[src/rtl/chg_seq_pkg.sv]
package chg_seq_pkg;

  typedef enum logic [2:0] {
    S_IDLE,
    S_CC,
    S_CV,
    S_DONE,
    S_FAULT
  } seq_state_e;

  typedef enum logic [1:0] {
    PH_IDLE  = 2'b00,
    PH_CHG   = 2'b01,
    PH_DONE  = 2'b10,
    PH_FAULT = 2'b11
  } phase_e;

endpackage

[src/rtl/chg_rst_sync.sv]
module chg_rst_sync #(
  parameter int STAGES = 2
) (
  input  logic clk,
  input  logic rst_n,
  output logic rst_sync_n
);

  logic [STAGES-1:0] sync_q;

  always_ff @(posedge clk or negedge rst_n) begin
    if (!rst_n) sync_q <= '0;
    else        sync_q <= {sync_q[STAGES-2:0], 1'b1};
  end

  assign rst_sync_n = sync_q[STAGES-1];

endmodule

[src/rtl/chg_safety_tmr.sv]
module chg_safety_tmr #(
  parameter int TMR_LIMIT = 1000
) (
  input  logic clk,
  input  logic rst_n,
  input  logic run,
  input  logic tick,
  input  logic slow,
  output logic expired
);

  localparam int CW = $clog2(TMR_LIMIT + 1);
  localparam logic [CW-1:0] LIM = CW'(TMR_LIMIT);

  logic [CW-1:0] cnt_q, cnt_d;
  logic          half_q, half_d;
  logic          adv;

  // Prescaler: in slow mode only every second tick advances the counter.
  always_comb begin
    adv    = run && tick && (!slow || half_q);
    half_d = half_q;
    if (!run)      half_d = 1'b0;
    else if (tick) half_d = ~half_q;
  end

  always_comb begin
    cnt_d = cnt_q;
    if (!run)                   cnt_d = '0;
    else if (adv && cnt_q != LIM) cnt_d = cnt_q + CW'(1);
  end

  always_ff @(posedge clk or negedge rst_n) begin
    if (!rst_n) begin
      cnt_q  <= '0;
      half_q <= 1'b0;
    end else begin
      cnt_q  <= cnt_d;
      half_q <= half_d;
    end
  end

  assign expired = (cnt_q == LIM);

  p_cnt_cap_r9: assert property (@(posedge clk) disable iff (!rst_n)
    cnt_q <= LIM);

  p_cnt_step_r9: assert property (@(posedge clk) disable iff (!rst_n)
    (run && $past(run) && cnt_q != $past(cnt_q)) |-> (cnt_q == $past(cnt_q) + CW'(1)));

  p_no_tick_no_adv_r10: assert property (@(posedge clk) disable iff (!rst_n)
    (run && !tick) |=> $stable(cnt_q));

endmodule

[src/rtl/chg_seq_fsm.sv]
module chg_seq_fsm
  import chg_seq_pkg::*;
(
  input  logic       clk,
  input  logic       rst_n,
  input  logic       in_valid,
  input  logic       chg_en_n,
  input  logic       chg_dis,
  input  logic       bat_at_reg,
  input  logic       i_below_term,
  input  logic       bat_above_rchg,
  input  logic       term_en,
  input  logic       vin_dpm_act,
  input  logic       dppm_act,
  input  logic       ilim_act,
  input  logic       tmr_expired,
  output logic       run,
  output logic       chg_fet_en,
  output logic       dis_fet_en,
  output logic       vdpm_stat,
  output logic [1:0] phase,
  output logic       tmr_fault
);

  seq_state_e state_q, state_d;
  logic       enable;
  logic       other_loop;
  logic       term_ok;
  logic       dis_q, vdpm_q;

  assign enable     = in_valid && !chg_en_n && !chg_dis;
  assign other_loop = vin_dpm_act || dppm_act || ilim_act;
  assign term_ok    = i_below_term && bat_above_rchg && term_en && !other_loop;

  always_comb begin
    state_d = state_q;
    unique case (state_q)
      S_IDLE:  if (enable) state_d = S_CC;
      S_CC: begin
        if (tmr_expired)     state_d = S_FAULT;
        else if (bat_at_reg) state_d = S_CV;
      end
      S_CV: begin
        if (tmr_expired)  state_d = S_FAULT;
        else if (term_ok) state_d = S_DONE;
      end
      S_DONE:  state_d = S_DONE;
      S_FAULT: state_d = S_FAULT;
      default: state_d = S_IDLE;
    endcase
    if (!enable) state_d = S_IDLE;
  end

  always_ff @(posedge clk or negedge rst_n) begin
    if (!rst_n) begin
      state_q <= S_IDLE;
      dis_q   <= 1'b0;
      vdpm_q  <= 1'b0;
    end else begin
      state_q <= state_d;
      dis_q   <= !in_valid;
      vdpm_q  <= vin_dpm_act;
    end
  end

  always_comb begin
    unique case (state_q)
      S_CC, S_CV: phase = PH_CHG;
      S_DONE:     phase = PH_DONE;
      S_FAULT:    phase = PH_FAULT;
      default:    phase = PH_IDLE;
    endcase
  end

  assign run        = (state_q == S_CC) || (state_q == S_CV);
  assign chg_fet_en = run;
  assign tmr_fault  = (state_q == S_FAULT);
  assign dis_fet_en = dis_q;
  assign vdpm_stat  = vdpm_q;

  p_idle_on_disable_r3: assert property (@(posedge clk) disable iff (!rst_n)
    (!in_valid || chg_en_n || chg_dis) |=> (phase == PH_IDLE && !chg_fet_en));

  p_term_from_cv_r5: assert property (@(posedge clk) disable iff (!rst_n)
    $rose(state_q == S_DONE) |-> $past(state_q == S_CV && i_below_term && bat_above_rchg));

  p_term_blocked_r6: assert property (@(posedge clk) disable iff (!rst_n)
    $rose(state_q == S_DONE) |-> $past(!vin_dpm_act && !dppm_act && !ilim_act && term_en));

  p_vdpm_follow_r7: assert property (@(posedge clk) disable iff (!rst_n)
    vin_dpm_act |=> vdpm_stat);

  p_expiry_faults_r9: assert property (@(posedge clk) disable iff (!rst_n)
    (tmr_expired && run && enable) |=> (tmr_fault && !chg_fet_en));

  p_done_hold_r12: assert property (@(posedge clk) disable iff (!rst_n)
    (state_q == S_DONE && enable) |=> (phase == PH_DONE));

endmodule

[src/rtl/chg_cycle_seq.sv]
module chg_cycle_seq #(
  parameter int TMR_LIMIT   = 1000,
  parameter int SYNC_STAGES = 2
) (
  input  logic       clk,
  input  logic       rst_n,
  input  logic       in_valid,
  input  logic       chg_en_n,
  input  logic       chg_dis,
  input  logic       bat_at_reg,
  input  logic       i_below_term,
  input  logic       bat_above_rchg,
  input  logic       term_en,
  input  logic       vin_dpm_act,
  input  logic       dppm_act,
  input  logic       ilim_act,
  input  logic       tmr_2x,
  input  logic       tmr_tick,
  output logic       chg_fet_en,
  output logic       dis_fet_en,
  output logic [1:0] phase,
  output logic       vdpm_stat,
  output logic       tmr_fault
);

  logic rst_int_n;
  logic run;
  logic expired;

  chg_rst_sync #(.STAGES(SYNC_STAGES)) u_rst_sync (
    .clk        (clk),
    .rst_n      (rst_n),
    .rst_sync_n (rst_int_n)
  );

  chg_safety_tmr #(.TMR_LIMIT(TMR_LIMIT)) u_tmr (
    .clk     (clk),
    .rst_n   (rst_int_n),
    .run     (run),
    .tick    (tmr_tick),
    .slow    (tmr_2x && vin_dpm_act),
    .expired (expired)
  );

  chg_seq_fsm u_fsm (
    .clk            (clk),
    .rst_n          (rst_int_n),
    .in_valid       (in_valid),
    .chg_en_n       (chg_en_n),
    .chg_dis        (chg_dis),
    .bat_at_reg     (bat_at_reg),
    .i_below_term   (i_below_term),
    .bat_above_rchg (bat_above_rchg),
    .term_en        (term_en),
    .vin_dpm_act    (vin_dpm_act),
    .dppm_act       (dppm_act),
    .ilim_act       (ilim_act),
    .tmr_expired    (expired),
    .run            (run),
    .chg_fet_en     (chg_fet_en),
    .dis_fet_en     (dis_fet_en),
    .vdpm_stat      (vdpm_stat),
    .phase          (phase),
    .tmr_fault      (tmr_fault)
  );

endmodule

[config.mk]
export PLATFORM = sky130hd
export DESIGN_NAME = chg_cycle_seq
export DESIGN_NICKNAME = d
export VERILOG_FILES = /design/src/rtl/chg_seq_pkg.sv /design/src/rtl/chg_rst_sync.sv /design/src/rtl/chg_safety_tmr.sv /design/src/rtl/chg_seq_fsm.sv /design/src/rtl/chg_cycle_seq.sv
export SDC_FILE = /design/constraint.sdc
export NUM_CORES = 1
export LEC_CHECK = 0
export BUFFER_PORTS_ARGS = -buffer_cell sky130_fd_sc_hd__buf_2
export CORE_ASPECT_RATIO = 0.5
export CORE_MARGIN = 2
export CORE_UTILIZATION = 35
export CTS_CLUSTER_DIAMETER = 120
export DETAILED_ROUTE_END_ITERATION = 7
export PLACE_DENSITY = 0.55
export SYNTH_ARGS = -nofsm -noshare
export SYNTH_HDL_FRONTEND = slang
export SYNTH_SLANG_ARGS = --single-unit
[constraint.sdc]
create_clock -name clk -period 1.1 [get_ports clk]
set_clock_uncertainty 0.1 [all_clocks]
set_input_delay 0 -clock clk [delete_from_list [all_inputs] [get_ports clk]]
set_output_delay 0 -clock clk [all_outputs]
set_load 0.01 [all_outputs]
==> flow_summary.toml <==
[critical_path]
critPathSlowestCell = "dfrtp_1"
crit_chain = "inv_1 -> ha_2 -> nand4b_1 -> buf_4 -> nor3_4 -> buf_4 -> o21ai_1 -> a21oi_1"
r2r_slack_ns = -0.52
crit_path_start_kind = "register"
path_max_fanout = 5
crit_type = "register to register"
r2r_end = "u_tmr.cnt_q[0]$_DFFE_PN0P_"
cp_top_family = "buffers and inverters"
critPathBufInv = 3
cp.required_ns = 1.18
endpoint_kind = "register"
crit_top_cell = "buf_4"
ff2ff_path_depth = 8
cp_slowest_stage_delay_ns = 0.39
timing.rr.start = "u_tmr.cnt_q[1]$_DFFE_PN0P_"
crit_arrival_ns = 1.70

[pwr]
switching_share_pct = 22.2
p_clk_share_pct = 39.1
p_comb_share_pct = 12.7
power_switching_mw = 0.312
p_leak_nw = 0.771
internal_power_mw = 1.09
power_frac_seq_pct = 48.2
power_per_cell_area_nw_per_um2 = 876
peakVddDrop_uv = 489

[final_layout]
n_fill_cell = 225
area_growth_pct = 69.5
layout_commonest_cell = "buf_4"
most-common-layout-cells = "32 x buf_4, 18 x dfrtp_1, 17 x buf_2, 12 x buf_6, 10 x nand2_1"
fin_cells = 200
nets = 180
post-route-util_pct = 62.1
antenna_cells = 0
layout-drive-gt1-share_pct = 49.7

[timing]
fmax_mhz = 617
fin_crit_ns = 1.62
post-route-period-util_pct = 147
fin_ws_ns = -0.521
final-hold-violation-count = 2
setup_violations = 18
drv_slew = 0
holdWs_ns = -0.0987
rsz0062_at_grt = "true"

[routing]
ant_nets = 0
drt-vias-per-instance = 4.65
first_pass_iters = 4
drt_iter0_markers = 17
vias = 930
wire_per_inst_um = 11.7
drcViolationCount = 0
wl_um = 2340

[outcome]
outcome = "finished, violations left"
violations = "hold timing, setup timing"

[synth]
synth.avg_cell_area_um2 = 9.87
yosysWarnings = 0
yosysTopAreaCellShare_pct = 47.6
syn-num-nets = 112
yosysUniqueCellTypes = 32
synth_async_sr_flop_share_pct = 100
yosysTopAreaCell = "dfrtp_1"
yosys-top-cells-area = "dfrtp_1 48%, nand2_1 4.0%, o211ai_1 4.0%, buf_6 3.6%, nand4_1 3.3%"
ys.flop_type = "dfrtp_1"
synth-seq-cells = 18
syn-instance-count = 96
synth_area_um2 = 947
synth_edf_count = 0
ys_seq_area_share_pct = 47.6

[floorplan]
die_area_um2 = 3160
num_io_pins = 20
die_h_um = 40.8
num_rows = 13
initial_core_util_pct = 36.6
fp.dieW_um = 77.6
core-area_um2 = 2590

[grt]
grt_pass1_vias = 842
grt_pass1_wl_um = 3620
overflow = 0
track_usage_pct = 15.3
grt_antenna_before_repair = 0
grt_max_degree = 11

[clock_network]
cts_sinks = 18
cts_buffers = 3
path_clk_slew_ns = 0.07
clockBufferDepth = 2
ctsHoldBuffers = 6
root_buffer = "clkbuf_8"
clk-insertion-delay-late_ns = 0.25
cts_max_level = 1
cts_tree = "done"

[min_path]
min_path_type = "input pin to register"
min_from = "chg_en_n"
hold-path-endpoint = "u_fsm.state_q[2]$_DFFE_PN0P_"
min_path_cells = 3

[placed_design]
place_worst_setup_slack_ns = -0.509
io_buffers = 19
dpl.hpwl_um = 1570
dp_cells = 176
gp_congestion = 0.775

[run]
cap_viol_max_count = 0
worst register-to-register path: stages (launching register included):
cell and delay, ns:
dfrtp_1 0.39, inv_1 0.06, ha_2 0.15, nand4b_1 0.14, buf_4 0.18, nor3_4 0.18
buf_4 0.17, o21ai_1 0.06, a21oi_1 0.14
synth_stat cells (2+ instances only):
library cell and number:
nand4b_1 2, buf_6 3, xor2_1 3, ha_1 2, o21ai_0 4, xnor2_1 2, dfrtp_1 18, or4_1 3
nor3b_1 2, nor2_1 5, nor2b_1 2, a21oi_1 4, and3_1 2, nand3_1 3, inv_1 4, nand4_1 5
or3_1 4, o211ai_1 5, nand2_1 10
how the worst max path moves through the flow:
stage,from,endpoint,slack [ns],cells after the start
6_report,u_tmr.cnt_q[1]$_DFFE_PN0P_,u_tmr.cnt_q[0]$_DFFE_PN0P_,-0.52,8
5_1_grt,u_tmr.cnt_q[1]$_DFFE_PN0P_,u_tmr.cnt_q[0]$_DFFE_PN0P_,-0.66,8
4_1_cts,u_tmr.cnt_q[0]$_DFFE_PN0P_,u_tmr.cnt_q[0]$_DFFE_PN0P_,-0.50,8
3_5_place_dp,u_tmr.cnt_q[1]$_DFFE_PN0P_,u_fsm.state_q[1]$_DFFE_PN0P_,-0.51,6
3_3_place_gp,u_tmr.cnt_q[0]$_DFFE_PN0P_,u_fsm.state_q[1]$_DFFE_PN0P_,-0.48,6
2_1_floorplan,u_fsm.state_q[0]$_DFFE_PN0P_,u_tmr.cnt_q[8]$_DFFE_PN0P_,-0.47,6
repair_timing:
action / 4_1_cts / 5_1_grt
pin swaps: 9 / 13
cloned: 0 / 0
setup endpoints to repair: 18 / 18
buffers inserted: 11 / 5
endpoints found under the hold margin: 7 / 2
resized for setup: 16 / 15
cell families (layout without fill, tap and decap cells):
group	count (synthesis)	count (layout)	share of synthesized area [%]
buf+inv	9	76	5.94
other cells	1	1	0.396
xor+xnor	5	5	4.62
compound gates	17	17	11.8
simple gates	44	44	27.1
flops	18	18	47.6
fa+ha+maj	2	2	2.64
metal layers:
| layer | up-vias | wire (µm) | track usage [%] | part of all wire [%] |
|---|---|---|---|---|
| met5 | - | 0 | 0 | 0 |
| met4 | 0 | 12 | 2.68 | 0.51 |
| met3 | 2 | 55 | 3.96 | 2.3 |
| met2 | 10 | 1110 | 30.2 | 48 |
| met1 | 444 | 1160 | 18.0 | 50 |
| li1 | 474 | - | - | - |
state kept, by name (all words and copies together) (netlist names):
name / cells
u_fsm.dis_fet_en: 1
u_fsm.state_q: 3
u_fsm.vdpm_stat: 1
u_rst_sync.sync_q: 2
u_tmr.cnt_q: 10
u_tmr.half_q: 1
stage by stage:
step                      TNS [ns]  hold slack (ns)  power [mW]  instance area [µm²]
after floorplan              -4.26           -0.396       0.748                  956
after global routing         -9.03          -0.0891        1.46                 1610
after detailed placement     -5.14           -0.313       0.820                 1270
after CTS                    -7.09           -0.108        1.42                 1530
after global placement       -5.05           -0.315       0.820                 1270
final                        -7.40          -0.0987        1.41                 1610
power by group through the flow:
stage                     registers (mW)  logic (mW)  clock network [mW]
after floorplan                    0.700      0.0486                   0
after global placement             0.690       0.130                   0
after detailed placement           0.690       0.130                   0
after CTS                          0.677       0.174               0.568
after global routing               0.679       0.197               0.585
final                              0.678       0.179               0.549
layout make-up:
cell class | instances | area (µm²) | share of cell area [%]
multi-input cells | 69 | 512 | 31.9
inverters | 5 | 21.3 | 1.33
repair buffers | 67 | 520 | 32.4
clock buffers | 4 | 55.1 | 3.43
well taps | 37 | 46.3 | 2.88
flip-flops and latches | 18 | 450 | 28.1
No activity file was read; power rests on OpenSTA's default activity.
